### src/rtl/sertx_pkg.sv
package sertx_pkg;
    localparam int WORD_W  = 9;
    localparam int FRAME_W = WORD_W + 2;

    typedef struct packed {
        logic len9;
        logic par_en;
        logic par_odd;
    } sertx_cfg_t;
endpackage

### src/rtl/sertx_frame.sv
module sertx_frame
    import sertx_pkg::*;
(
    input  logic [WORD_W-1:0] word,
    input  sertx_cfg_t        cfg,
    output logic [WORD_W-1:0] payload
);
    logic par7, par8;

    always_comb begin
        par7 = (^word[WORD_W-3:0]) ^ cfg.par_odd;
        par8 = (^word[WORD_W-2:0]) ^ cfg.par_odd;
        if (cfg.len9) begin
            payload = {(cfg.par_en ? par8 : word[WORD_W-1]), word[WORD_W-2:0]};
        end else begin
            payload = {1'b1, (cfg.par_en ? par7 : word[WORD_W-2]), word[WORD_W-3:0]};
        end
    end
endmodule

### src/rtl/sertx_hold.sv
module sertx_hold
    import sertx_pkg::*;
(
    input  logic              clk,
    input  logic              rst_n,
    input  logic              wr_stb,
    input  logic [WORD_W-1:0] wr_data,
    input  logic              take,
    output logic              full,
    output logic              accept,
    output logic [WORD_W-1:0] word
);
    typedef struct packed {
        logic              full;
        logic [WORD_W-1:0] word;
    } hold_t;

    hold_t q, d;

    always_comb begin
        d      = q;
        accept = wr_stb && !q.full;
        if (take) d.full = 1'b0;
        if (accept) begin
            d.full = 1'b1;
            d.word = wr_data;
        end
    end

    always_ff @(posedge clk or negedge rst_n) begin
        if (!rst_n) q <= '0;
        else        q <= d;
    end

    assign full = q.full;
    assign word = q.word;

    p_drop_when_full_r3: assert property (@(posedge clk) disable iff (!rst_n)
        (wr_stb && q.full) |=> $stable(q.word));
endmodule

### src/rtl/sertx_shift.sv
module sertx_shift
    import sertx_pkg::*;
#(
    parameter int OSR = 16
) (
    input  logic              clk,
    input  logic              rst_n,
    input  logic              os_tick,
    input  logic              have_word,
    input  logic              accept,
    input  logic              len9,
    input  logic [WORD_W-1:0] payload,
    output logic              take,
    output logic              txd,
    output logic              done
);
    localparam int TICK_W = (OSR > 1) ? $clog2(OSR) : 1;
    localparam int BIT_W  = $clog2(FRAME_W + 1);

    typedef struct packed {
        logic               busy;
        logic               done;
        logic [FRAME_W-1:0] sh;
        logic [BIT_W-1:0]   bitn;
        logic [BIT_W-1:0]   last;
        logic [TICK_W-1:0]  tick;
    } shift_t;

    shift_t q, d;
    logic   bit_end, frame_end;

    always_comb begin
        d         = q;
        take      = 1'b0;
        bit_end   = q.busy && os_tick && (q.tick == TICK_W'(OSR - 1));
        frame_end = bit_end && (q.bitn == q.last);
        if (q.busy && os_tick) d.tick = q.tick + 1'b1;
        if (bit_end) begin
            d.tick = '0;
            d.sh   = {1'b1, q.sh[FRAME_W-1:1]};
            d.bitn = q.bitn + 1'b1;
        end
        if (frame_end) begin
            d.busy = 1'b0;
            d.done = 1'b1;
        end
        if (have_word && (!q.busy || frame_end)) begin
            take   = 1'b1;
            d.busy = 1'b1;
            d.done = 1'b0;
            d.sh   = {1'b1, payload, 1'b0};
            d.bitn = '0;
            d.tick = '0;
            d.last = len9 ? BIT_W'(FRAME_W - 1) : BIT_W'(FRAME_W - 2);
        end
        if (accept) d.done = 1'b0;
    end

    always_ff @(posedge clk or negedge rst_n) begin
        if (!rst_n) begin
            q      <= '0;
            q.done <= 1'b1;
            q.sh   <= '1;
        end else begin
            q <= d;
        end
    end

    assign txd  = q.sh[0];
    assign done = q.done;

    p_start_low_r4: assert property (@(posedge clk) disable iff (!rst_n)
        take |=> !txd);
    p_hold_bit_r6: assert property (@(posedge clk) disable iff (!rst_n)
        (q.busy && !os_tick) |=> $stable(txd));
endmodule

### src/rtl/sertx_core.sv
module sertx_core
    import sertx_pkg::*;
#(
    parameter int OSR = 16
) (
    input  logic              clk,
    input  logic              rst_n,
    input  logic              os_tick,
    input  logic              len9,
    input  logic              par_en,
    input  logic              par_odd,
    input  logic              wr_stb,
    input  logic [WORD_W-1:0] wr_data,
    output logic              txd,
    output logic              tx_empty,
    output logic              tx_done
);
    sertx_cfg_t        cfg;
    logic              full, accept, take;
    logic [WORD_W-1:0] word, payload;

    assign cfg = '{len9: len9, par_en: par_en, par_odd: par_odd};

    sertx_hold u_hold (
        .clk(clk), .rst_n(rst_n), .wr_stb(wr_stb), .wr_data(wr_data),
        .take(take), .full(full), .accept(accept), .word(word)
    );

    sertx_frame u_frame (.word(word), .cfg(cfg), .payload(payload));

    sertx_shift #(.OSR(OSR)) u_shift (
        .clk(clk), .rst_n(rst_n), .os_tick(os_tick), .have_word(full),
        .accept(accept), .len9(len9), .payload(payload), .take(take),
        .txd(txd), .done(tx_done)
    );

    assign tx_empty = !full;

    p_accept_r2: assert property (@(posedge clk) disable iff (!rst_n)
        (wr_stb && tx_empty) |=> (!tx_empty && !tx_done));
    p_done_quiet_r10: assert property (@(posedge clk) disable iff (!rst_n)
        tx_done |-> (txd && tx_empty));
endmodule

### config.mk
export PLATFORM = sky130hd
export DESIGN_NAME = sertx_core
export DESIGN_NICKNAME = d
export VERILOG_FILES = /design/src/rtl/sertx_pkg.sv /design/src/rtl/sertx_frame.sv /design/src/rtl/sertx_hold.sv /design/src/rtl/sertx_shift.sv /design/src/rtl/sertx_core.sv
export SDC_FILE = /design/constraint.sdc
export NUM_CORES = 1
export LEC_CHECK = 0
export BUFFER_PORTS_ARGS = -buffer_cell sky130_fd_sc_hd__buf_2
export CAP_MARGIN = 10
export CORE_AREA = 2 2 66 68
export CTS_CLUSTER_DIAMETER = 30
export DETAILED_ROUTE_END_ITERATION = 12
export DIE_AREA = 0 0 68 70
export HOLD_SLACK_MARGIN = 0.15
export PLACE_DENSITY = 0.61
export SLEW_MARGIN = 40
export SYNTH_ARGS = -nofsm -noshare
export SYNTH_HDL_FRONTEND = slang
export SYNTH_SLANG_ARGS = --single-unit
### constraint.sdc
create_clock -name clk -period 1.9 [get_ports clk]
set_input_delay 0.095 -clock clk [delete_from_list [all_inputs] [get_ports clk]]
set_output_delay 0.095 -clock clk [all_outputs]
set_load 0.1 [all_outputs]
Yosys cells after proc, flatten, opt, wreduce, memory -nomap -nowiden
Cells that the tools add are included.
{"block": "classes", "n_addsub": 2, "eq_ne": 2, "muxes": 13, "bitwise_logic": 2, "reduce_logical": 15}
{"operator": "$mux 25", "n": 1}
{"operator": "$mux 15", "n": 1}
{"operator": "$mux 10", "n": 1}
{"operator": "$mux 9", "n": 1}
{"operator": "$add 4x1->4 const B", "n": 2}
{"operator": "$mux 4", "n": 2}
{"operator": "$reduce_xor 8->1", "n": 1}
{"operator": "$reduce_xor 7->1", "n": 1}
{"operator": "$reduce_bool 2->1", "n": 3}
{"operator": "$reduce_bool 3->1", "n": 2}
{"operator": "$logic_and 1x1->1", "n": 5}
{"operator": "$mux 1", "n": 5}
{"operator": "$eq 4x4->1", "n": 1}
{"operator": "$eq 4x4->1 const B", "n": 1}
{"operator": "$mux 2", "n": 2}
{"operator": "$logic_not 1->1", "n": 2}
{"operator": "$xor 1x1->1", "n": 2}
{"operator": "$logic_or 1x1->1", "n": 1}
{"block": "word_totals", "regBits": 35, "in_bits": 16, "output_inout_bits": 3, "elab_cells": 42}

Logic depth before layout (Yosys ltp)
Gate-level depths: netlist of run 1.
{"block": "logic_depth", "word_depth": 8, "mapped_depth": 8, "ltp_nobuf": 6}

Modules after synthesis
A second synthesis of run 1 with hierarchy kept.
{"block": "unflattened", "hier_cells": 139, "area_unflattened_um2": 1766.7}
{"module": "sertx_shift", "instances": 1, "cells_per_inst": 95, "area_each_um2": 1176.1, "seq_area_each_um2": 589.3}
{"module": "sertx_hold", "instances": 1, "cells_per_inst": 23, "area_each_um2": 414.1, "seq_area_each_um2": 250.2}
{"module": "sertx_frame", "instances": 1, "cells_per_inst": 20, "area_each_um2": 172.7, "seq_area_each_um2": 0.0}
{"module": "sertx_core", "instances": 1, "cells_per_inst": 1, "area_each_um2": 3.8, "seq_area_each_um2": 0.0}

Worst setup path before layout of run 1
No wires, ideal clock.
{"block": "synth_path", "kind": "register to register", "from": "register u_shift.q[0] (netlist name)", "to": "register u_shift.q[13] (netlist name)", "t_arrival_ps": 1729, "required_ps": 1818, "slack_ps": 89, "stages_incl_launch_ff": 9, "n_path_buf": 2, "synth_period_minus_slack_ps": 1811, "cell_sequence": "dfrtp_1 ha_1 and3_1 and3_1 buf_6 nand3_4 a21o_1 buf_6 mux2_4"}
{"block": "synth_between", "elab_chain_len": 6}
{"item": "start: declaration", "line": "sertx_shift.sv:29", "text": "shift_t q, d;"}
{"item": "$eq 4x4->1 (*)", "line": "sertx_shift.sv:35", "text": "bit_end = q.busy && os_tick && (q.tick == TICK_W'(OSR - 1));"}
{"item": "$logic_and 1x1->1 (*)", "line": "sertx_shift.sv:35"}
{"item": "$logic_and 1x1->1", "line": "sertx_shift.sv:36", "text": "frame_end = bit_end && (q.bitn == q.last);"}
{"item": "$logic_or 1x1->1", "line": "sertx_shift.sv:47", "text": "if (have_word && (!q.busy || frame_end)) begin"}
{"item": "$logic_and 1x1->1", "line": "sertx_shift.sv:47"}
{"item": "$mux 25 / $reduce_bool 2->1 (equally long branches)"}
Every way passes the cells marked *; elsewhere a longest branch is shown, timed or not.
A chain may end at the register's enable or synchronous reset.

Worst setup path after layout of run 1
{"block": "layout_path", "from": "register u_shift.q[1] (netlist name)", "to": "register u_shift.q[15] (netlist name)"}
The elaborated chain is that of the path after synthesis.

==> results.sh, run 1 <==
export IMPL_status="finished, final reports clean"
export IMPL_antenna_cells=0
export IMPL_drv_cap=0
export IMPL_vias=1179
export IMPL_clk_pin_slew_ns=0.06
export IMPL_port_buffers=18
export IMPL_grt_overflow=0
export IMPL_finalClockSkew_ns=0.00325
export IMPL_post_cts_setup_buffers=0
export IMPL_path_class="reg2reg"
export IMPL_drt_first_pass_iters=4
export IMPL_grt_pass1_wl_um=5460
export IMPL_worst_hold_slack_ns=0.216
export IMPL_hold_class="in2reg"
export IMPL_vias_per_cell=4.87
export IMPL_nets=207
export IMPL_ctsRootBufferMaster="clkbuf_8"
export IMPL_cp_max_fo=9
export IMPL_cts_htree_levels=2
export IMPL_antenna_left=0
export IMPL_setup_tns_ns=0
export IMPL_syn_nets=170
export IMPL_synth_avg_cell_area_um2=11.1
export IMPL_io_pins=19
export IMPL_relSlewSlack=0.515
export IMPL_r2r_slack_ns=0.1
export IMPL_ys_seq_elements=33
export IMPL_p_per_area_nw_per_um2=947
export IMPL_antenna_found_initial=0
export IMPL_ys_seq_area_frac=0.498
export IMPL_arrival_ns=2.02
export IMPL_synth_cell_types=34
export IMPL_dieArea_um2=4760
export IMPL_gp_congestion=0.789
export IMPL_rows=24
export IMPL_critical_path_top_delay_family="simple AND/OR/NAND/NOR gates"
export IMPL_hpwl_um=2260
export IMPL_die_y_um=70
export IMPL_core_area_um2=4140
export IMPL_nFillCells=396
export IMPL_setup_viol_count_final=0
export IMPL_synth_largest_area_cell="dfrtp_1"
export IMPL_timing_fmax_ghz=0.554
export IMPL_post_route_cells_drive_above_1_share=0.326
export IMPL_syn_to_final_growth_pct=23.4
export IMPL_finalCriticalPeriod_ns=1.80
export IMPL_grt_setup_unrepaired="no"
export IMPL_fin_area_um2=2080
export IMPL_die_width_um=68
export IMPL_cp_end_kind="flip-flop"
export IMPL_netlist_top_cells_area="dfrtp_1, dfstp_2, nand2_1, mux2_4, mux2_2"
export IMPL_grt_pass1_vias=1201
export IMPL_wirelength_um=3160
export IMPL_required_ns=2.12
export IMPL_synth_cells=152
export IMPL_cts_tree="built"
export IMPL_critical_path_max_stage_delay_ns=0.40
export IMPL_fin_crit_sh=0.950
export IMPL_start_util=0.407
export IMPL_synth_top_cell_area_share=0.326
export IMPL_clock_sinks=33
export IMPL_grt_max_degree=34
export IMPL_syn_area_um2=1690
export IMPL_clk_latency_ns=0.29
export IMPL_ir_drop_v=0.000641
export IMPL_track_usage=0.156
export IMPL_placed_cell_area_um2=1850
export IMPL_ys_warn_count=0
export IMPL_drv_slew=0
export IMPL_p_leak_nw=0.987
export IMPL_avgRoutedWirePerCell_um=13.0
export IMPL_cts_buffer_depth=2
export IMPL_power_mw=1.97
export IMPL_crit_path_top_delay_cell="dfrtp_1"
export IMPL_tightest_slew_ns=0.728
export IMPL_first_iter_violations=34
export IMPL_final_hold_viol_count=0
export IMPL_path_cells="ha_1 > and3_1 > and3_2 > nand3_4 > a21o_1 > buf_12 > mux2_4"
export IMPL_cts_buffers=5
export IMPL_drc=0
export IMPL_crit_buf_inv=1
export IMPL_start_kind="flip-flop"
worst min-delay path: stages:
cell and delay, ns:
buf_2 0.15, a31oi_1 0.13, o22ai_1 0.08
logic make-up after synthesis:
family	count (synthesis)	synth area share
buf+inv	11	0.0386
compound gates	16	0.0631
xor+xnor	16	0.0912
flops	33	0.498
simple gates	53	0.142
mux	21	0.152
fa+ha+maj	2	0.0148
timing repair:
action / in CTS / in global routing
hold buffers: 13 / 0
resized for setup: 0 / 1
endpoints found under the hold margin: 35 / 0
setup endpoints to repair: 0 / 7
worst paths after layout:
path,start,endpoint,depth (start not counted)
max,u_shift.q[1],u_shift.q[15],7
min,os_tick,u_shift.q[1],3
max reg2reg,u_shift.q[1],u_shift.q[15],7
min reg2reg,u_shift.q[13],u_shift.txd,2
max in group asynchronous,rst_n,u_shift.q[9],2
min in group asynchronous,rst_n,u_shift.q[10],2
layout make-up:
cell class | count | area [µm²] | area share
tap | 52 | 65.1 | 0.0312
inverter | 4 | 15.0 | 0.00721
clock inverter | 1 | 5.00 | 0.00240
timing repair buffer | 37 | 278 | 0.133
clock buffer | 7 | 96.3 | 0.0463
sequential | 33 | 840 | 0.403
multi-input combinational | 108 | 783 | 0.376
per-layer routing:
metal  share of wire  GRT usage
met1            0.45      0.196
met2            0.48      0.234
met3           0.046     0.0580
met4           0.022     0.0711
met5               0          0
metrics by stage:
step | util | std cells | setup slack (ns)
final | 0.502 | 242 | 0.0953
after global routing | 0.502 | 242 | 0.0253
after CTS | 0.502 | 242 | 0.0758
after detailed placement | 0.446 | 221 | 0.0923
after global placement | 0.446 | 221 | 0.153
after floorplan | - | 152 | 0.0886
registers in the layout (all words and copies together), names as in the netlist:
| name | cells |
|---|---|
| u_hold.word | 9 |
| u_shift.q | 21 |
| u_hold.full | 1 |
| u_shift.done | 1 |
| u_shift.txd | 1 |
Yosys cell counts (all sizes together):
master,number
a21o,1
nand2,32
a22oi,1
ha,2
a31oi,2
inv,4
a22o,1
o21ai,3
mux2,16
nor2b,3
a21oi,6
nand4,2
xnor2,8
nor3,1
and3,3
buf,5
xor2,7
nand2b,1
nand3,2
dfrtp,22
nor2,9
dfstp,11
a211oi,1
mux2i,5
clkbuf,2
xnor3,1
o22ai,1
where the power goes:
group	internal (mW)	switching [mW]	total, mW
Combinational	0.251	0.188	0.440
Clock	0.327	0.252	0.579
Sequential	0.847	0.106	0.953
Total	1.43	0.546	1.97
layout by cell type, fill, tap and decap left out, drive strengths merged, types with 2 or more instances in the layout:
cell type / instances
nand2: 32
buf: 24
dfrtp: 22
mux2: 16
dlygate4sd3: 13
dfstp: 11
nor2: 9
xnor2: 8
xor2: 7
clkbuf: 7
a21oi: 6
mux2i: 5
inv: 4
nor2b: 3
o21ai: 3
and3: 3
a31oi: 2
nand4: 2
ha: 2
nand3: 2
Power figures use the tool's default switching activity.
==> run 2: changes to the inputs <==
==> constraint.sdc (replaced) <==
create_clock -name clk -period 1.9 [get_ports clk]
set_input_delay 0.285 -clock clk [delete_from_list [all_inputs] [get_ports clk]]
set_output_delay 0.285 -clock clk [all_outputs]
set_load 0.1 [all_outputs]
==> run 2 against run 1 <==
  * Flip-flop and latch count did not move
  * Register-to-register slack barely moved
  * Maximum frequency barely moved
==> results.sh, run 2 (synthesized netlist as in run 1, its figures left out) <==
export IMPL_die_width_um=68
export IMPL_final_hold_viol_count=0
export IMPL_core_area_um2=4140
export IMPL_finalClockSkew_ns=0.00334
export IMPL_start_util=0.407
export IMPL_avgRoutedWirePerCell_um=13.4
export IMPL_p_int_mw=1.41
export IMPL_post_route_cells_drive_above_1_share=0.348
export IMPL_fin_crit_sh=0.950
export IMPL_path_cells="ha_1 > and3_1 > and3_2 > nand3_4 > a21o_1 > buf_12 > mux2_4"
export IMPL_reg2reg_to="u_shift.q[15]"
export IMPL_grt_setup_unrepaired="no"
export IMPL_crit_path_top_delay_cell="dfrtp_1"
export IMPL_final_common_cell="nand2_1"
export IMPL_critical_path_max_stage_delay_ns=0.40
export IMPL_timing_final_ws_setup_ns=0.0953
export IMPL_nets=195
export IMPL_largest_reg_flops=21
export IMPL_wirelength_um=3080
export IMPL_grt_overflow=0
export IMPL_hold_path_end="u_hold.word[8]"
export IMPL_vias_per_cell=4.97
export IMPL_status="finished, final reports clean"
export IMPL_start_kind="flip-flop"
export IMPL_top_register="u_shift.q"
export IMPL_antenna_cells=0
export IMPL_critPathLaunch="u_shift.q[1]"
export IMPL_post_cts_setup_buffers=0
export IMPL_required_ns=2.11
export IMPL_p_comb_frac=0.215
export IMPL_drv_slew=0
export IMPL_tightest_slew_ns=0.718
export IMPL_grt_pass1_wl_um=5340
export IMPL_antenna_found_initial=0
export IMPL_cts_buffer_depth=2
export IMPL_clock_sinks=33
export IMPL_ir_drop_v=0.000641
export IMPL_r2r_slack_ns=0.1
export IMPL_mostFrequentLayoutCells="nand2_1, dfrtp_1, buf_2"
export IMPL_utilization=0.473
export IMPL_fin_area_um2=1960
export IMPL_die_y_um=70
export IMPL_finalCriticalPeriod_ns=1.80
export IMPL_setup_tns_ns=0
export IMPL_swShare=0.278
export IMPL_rows=24
export IMPL_grt_pass1_vias=1173
export IMPL_gp_congestion=0.789
export IMPL_cts_buffers=5
export IMPL_timing_rr_start="u_shift.q[1]"
export IMPL_vias=1142
export IMPL_clkPwrFrac=0.297
export IMPL_cp_end_kind="flip-flop"
export IMPL_nFillCells=408
export IMPL_min_delay_start="wr_data[8]"
export IMPL_timing_fmax_ghz=0.554
export IMPL_place_ws_ns=0.0923
export IMPL_p_leak_nw=0.937
export IMPL_clk_pin_slew_ns=0.06
export IMPL_syn_to_final_growth_pct=16.3
export IMPL_ctsRootBufferMaster="clkbuf_8"
export IMPL_drc=0
export IMPL_cp_max_fo=9
export IMPL_grt_max_degree=34
export IMPL_antenna_left=0
export IMPL_drv_cap=0
export IMPL_hold_class="in2reg"
export IMPL_placed_cell_area_um2=1850
export IMPL_dieArea_um2=4760
export IMPL_reg2reg_depth=7
export IMPL_drt_first_pass_iters=4
export IMPL_arrival_ns=2.02
export IMPL_port_buffers=18
export IMPL_seqPwrFrac=0.488
export IMPL_hold_path_depth=3
export IMPL_setup_viol_count_final=0
export IMPL_first_iter_violations=32
export IMPL_path_class="reg2reg"
export IMPL_cts_htree_levels=2
export IMPL_clk_latency_ns=0.29
export IMPL_power_switching_mw=0.542
export IMPL_cts_tree="built"
export IMPL_relSlewSlack=0.521
export IMPL_hpwl_um=2260
export IMPL_track_usage=0.153
export IMPL_p_per_area_nw_per_um2=994
export IMPL_io_pins=19
run 2: layer usage:
| layer | global-route usage | vias up | routed length, µm |
|---|---|---|---|
| met3 | 0.0580 | 7 | 160 |
| met5 | 0 | - | 0 |
| met1 | 0.190 | 553 | 1330 |
| li1 | - | 554 | - |
| met2 | 0.231 | 28 | 1520 |
| met4 | 0.0711 | 0 | 70 |
run 2: timing repair:
item / 4_1_cts / 5_1_grt
hold buffers: 1 / 0
hold endpoints to repair: 22 / 0
resized for setup: 0 / 1
setup endpoints to repair: 0 / 7
run 2: final cells by class:
| cell class | instances | area [µm²] | share of cell area |
|---|---|---|---|
| sequential | 33 | 840 | 0.428 |
| multi-input combinational | 108 | 783 | 0.399 |
| timing repair buffer | 25 | 158 | 0.0804 |
| clock buffer | 7 | 96.3 | 0.0491 |
| tap | 52 | 65.1 | 0.0332 |
| inverter | 4 | 15.0 | 0.00765 |
| clock inverter | 1 | 5.00 | 0.00255 |
run 2: power groups by stage:
| stage | Clock, mW | Combinational [mW] | Sequential, mW |
|---|---|---|---|
| 2_1_floorplan | 0 | 0.341 | 0.937 |
| 3_3_place_gp | 0 | 0.411 | 0.957 |
| 3_5_place_dp | 0 | 0.424 | 0.964 |
| 4_1_cts | 0.599 | 0.430 | 0.952 |
| 5_1_grt | 0.627 | 0.479 | 0.971 |
| 6_report | 0.579 | 0.420 | 0.952 |
run 2: worst max-delay path, delay by kind of cell, from the launching register on:
kind | cells | cell delay (ns)
simple gates | 3 | 0.52
flops | 1 | 0.40
mux | 1 | 0.30
fa+ha+maj | 1 | 0.20
compound gates | 1 | 0.16
buf+inv | 1 | 0.15
run 2: worst max path at each step:
stage	to	slack, ns	depth (start not counted)
2_1_floorplan	u_shift.q[13]	0.09	8
5_1_grt	u_shift.q[15]	0.03	7
3_3_place_gp	u_shift.q[18]	0.15	7
6_report	u_shift.q[15]	0.1	7
4_1_cts	u_shift.q[15]	0.08	7
3_5_place_dp	u_shift.q[15]	0.09	7
run 2: per-stage QoR:
step	instances	power, mW	hold WS, ns
floorplan	152	1.28	-0.0106
global placement	221	1.37	0.382
detailed placement	221	1.39	0.387
CTS	230	1.98	0.205
global route	230	2.08	0.221
finish	230	1.95	0.205
==> run 3: changes to the inputs <==
CORE_AREA = 2 2 67 69   (was 2 2 66 68)
DIE_AREA = 0 0 69 71   (was 0 0 68 70)
PLACE_DENSITY = 0.59   (was 0.61)
==> run 3 against run 2 <==
  * Hold slack better by 0.011 ns
  * Critical path type unchanged
  * Register-to-register slack hardly changed
  * Clock-buffer cell count is 2 lower
  * Sequential power hardly changed
  * Flip-flop and latch count stayed put
  * Power is 2.7% lower
  * Maximum frequency hardly changed
  * Die area is 2.9% higher
  * Via count is 1.8% lower
==> results.sh, run 3 (synthesized netlist as in run 1, its figures left out) <==
export IMPL_status="finished, final reports clean"
export IMPL_nets=198
export IMPL_cts_buffer_depth=2
export IMPL_ctsRootBufferMaster="clkbuf_8"
export IMPL_post_route_cells_drive_above_1_share=0.365
export IMPL_dieArea_um2=4900
export IMPL_vias_per_cell=4.82
export IMPL_wirelength_um=3020
export IMPL_power_switching_mw=0.551
export IMPL_first_iter_violations=45
export IMPL_worst_path_stages=7
export IMPL_cp_end_kind="flip-flop"
export IMPL_top_register="u_shift.q"
export IMPL_core_area_um2=4200
export IMPL_drv_slew=0
export IMPL_dp_cells=223
export IMPL_relSlewSlack=0.528
export IMPL_track_usage=0.139
export IMPL_gp_congestion=0.734
export IMPL_required_ns=2.11
export IMPL_drt_first_pass_iters=4
export IMPL_seqPwrFrac=0.501
export IMPL_hold_path_depth=3
export IMPL_antenna_cells=0
export IMPL_path_cells="ha_2 > and3_1 > and3_4 > nand3_4 > a21o_1 > buf_12 > mux2_4"
export IMPL_power_mw=1.90
export IMPL_grt_overflow=0
export IMPL_setup_viol_count_final=0
export IMPL_avgRoutedWirePerCell_um=13.0
export IMPL_p_per_area_nw_per_um2=961
export IMPL_mostFrequentLayoutCells="nand2_1, dfrtp_1, buf_2"
export IMPL_clkPwrFrac=0.269
export IMPL_cts_tree="built"
export IMPL_grt_pass1_vias=1202
export IMPL_clock_sinks=33
export IMPL_timing_fmax_ghz=0.554
export IMPL_start_util=0.401
export IMPL_p_comb_frac=0.230
export IMPL_drc=0
export IMPL_utilization=0.470
export IMPL_rows=24
export IMPL_hold_class="in2reg"
export IMPL_cts_htree_levels=2
export IMPL_syn_to_final_growth_pct=17.1
export IMPL_p_int_mw=1.35
export IMPL_finalClockSkew_ns=0.0105
export IMPL_die_y_um=71
export IMPL_critical_path_max_stage_delay_ns=0.39
export IMPL_arrival_ns=2.01
export IMPL_grt_pass1_wl_um=5360
export IMPL_die_width_um=69
export IMPL_path_class="reg2reg"
export IMPL_tightest_slew_ns=0.707
export IMPL_hpwl_um=2130
export IMPL_antenna_left=0
export IMPL_swShare=0.290
export IMPL_p_leak_nw=0.938
export IMPL_clk_pin_slew_ns=0.07
export IMPL_final_hold_viol_count=0
export IMPL_fin_crit_sh=0.950
export IMPL_port_buffers=18
export IMPL_r2r_slack_ns=0.09
export IMPL_antenna_found_initial=0
export IMPL_cp_max_fo=9
export IMPL_reg2reg_depth=7
export IMPL_finalCriticalPeriod_ns=1.81
export IMPL_final_common_cell="nand2_1"
export IMPL_grt_max_degree=34
export IMPL_vias=1122
export IMPL_ir_drop_v=0.000456
export IMPL_start_kind="flip-flop"
export IMPL_io_pins=19
export IMPL_crit_buf_inv=1
export IMPL_clk_latency_ns=0.29
export IMPL_largest_reg_flops=21
export IMPL_stdcell_count=233
export IMPL_drv_cap=0
export IMPL_crit_path_top_delay_cell="dfrtp_1"
export IMPL_critical_path_top_delay_family="simple AND/OR/NAND/NOR gates"
export IMPL_cts_buffers=5
run 3: cell types whose count changed in the layout (fill, tap and decap cells not counted):
cell        delta
ha_1           -1
clkbuf_8       -2
ha_2           +1
buf_4          +3
clkinv_2       +1
and3_4         +1
and3_2         -1
clkinvlp_4     +1
run 3: final timing paths:
path | start | endpoint
hold / removal | wr_data[8] | u_hold.word[8]
setup / recovery | u_shift.q[1] | u_shift.q[14]
min in group asynchronous | rst_n | u_hold.word[3]
max in group asynchronous | rst_n | u_hold.word[7]
setup reg to reg | u_shift.q[1] | u_shift.q[14]
hold reg to reg | u_shift.q[13] | u_shift.txd
run 3: cell type report:
cell class              instances  area (µm²)
flip-flops and latches         33         840
well taps                      52        65.1
fillers                       415        2230
clock inverters                 3        17.5
clock buffers                   5        68.8
inverters                       4        15.0
repair buffers                 28         180
multi-input cells             108         790
run 3: per-layer routing:
metal  wire, µm  vias up  track usage
met5          0        -            0
met4         59        0       0.0654
met3        141        5       0.0413
met2       1460       25        0.233
met1       1350      530        0.165
li1           -      562            -
run 3: per-stage QoR:
step	TNS [ns]	hold WS (ns)	area (µm²)	setup slack, ns
6_report	0	0.216	1980	0.0947
4_1_cts	0	0.204	1960	0.0602
3_5_place_dp	0	0.382	1860	0.0798
3_3_place_gp	0	0.379	1860	0.153
5_1_grt	-0.0110	0.226	1980	-0.00630
2_1_floorplan	0	-0.0106	1690	0.0886
run 3: what timing repair did:
item | 4_1_cts | 5_1_grt
hold buffers | 1 | 0
hold endpoints to repair | 22 | 0
setup buffers | 0 | 1
endpoints found under the setup margin | 0 | 7
resized for setup | 0 | 3
run 3: worst register-to-register path: cells and delay by family, from the launching register on:
kind,cells,cell delay [ns]
compound gates,1,0.22
fa+ha+maj,1,0.19
buf+inv,1,0.15
flops,1,0.39
mux,1,0.29
simple gates,3,0.49
run 3: power groups by stage:
stage | clock (mW) | combinational (mW) | sequential [mW]
3_5_place_dp | 0 | 0.421 | 0.959
2_1_floorplan | 0 | 0.341 | 0.937
4_1_cts | 0.528 | 0.428 | 0.946
5_1_grt | 0.566 | 0.496 | 0.973
3_3_place_gp | 0 | 0.414 | 0.956
6_report | 0.512 | 0.436 | 0.951
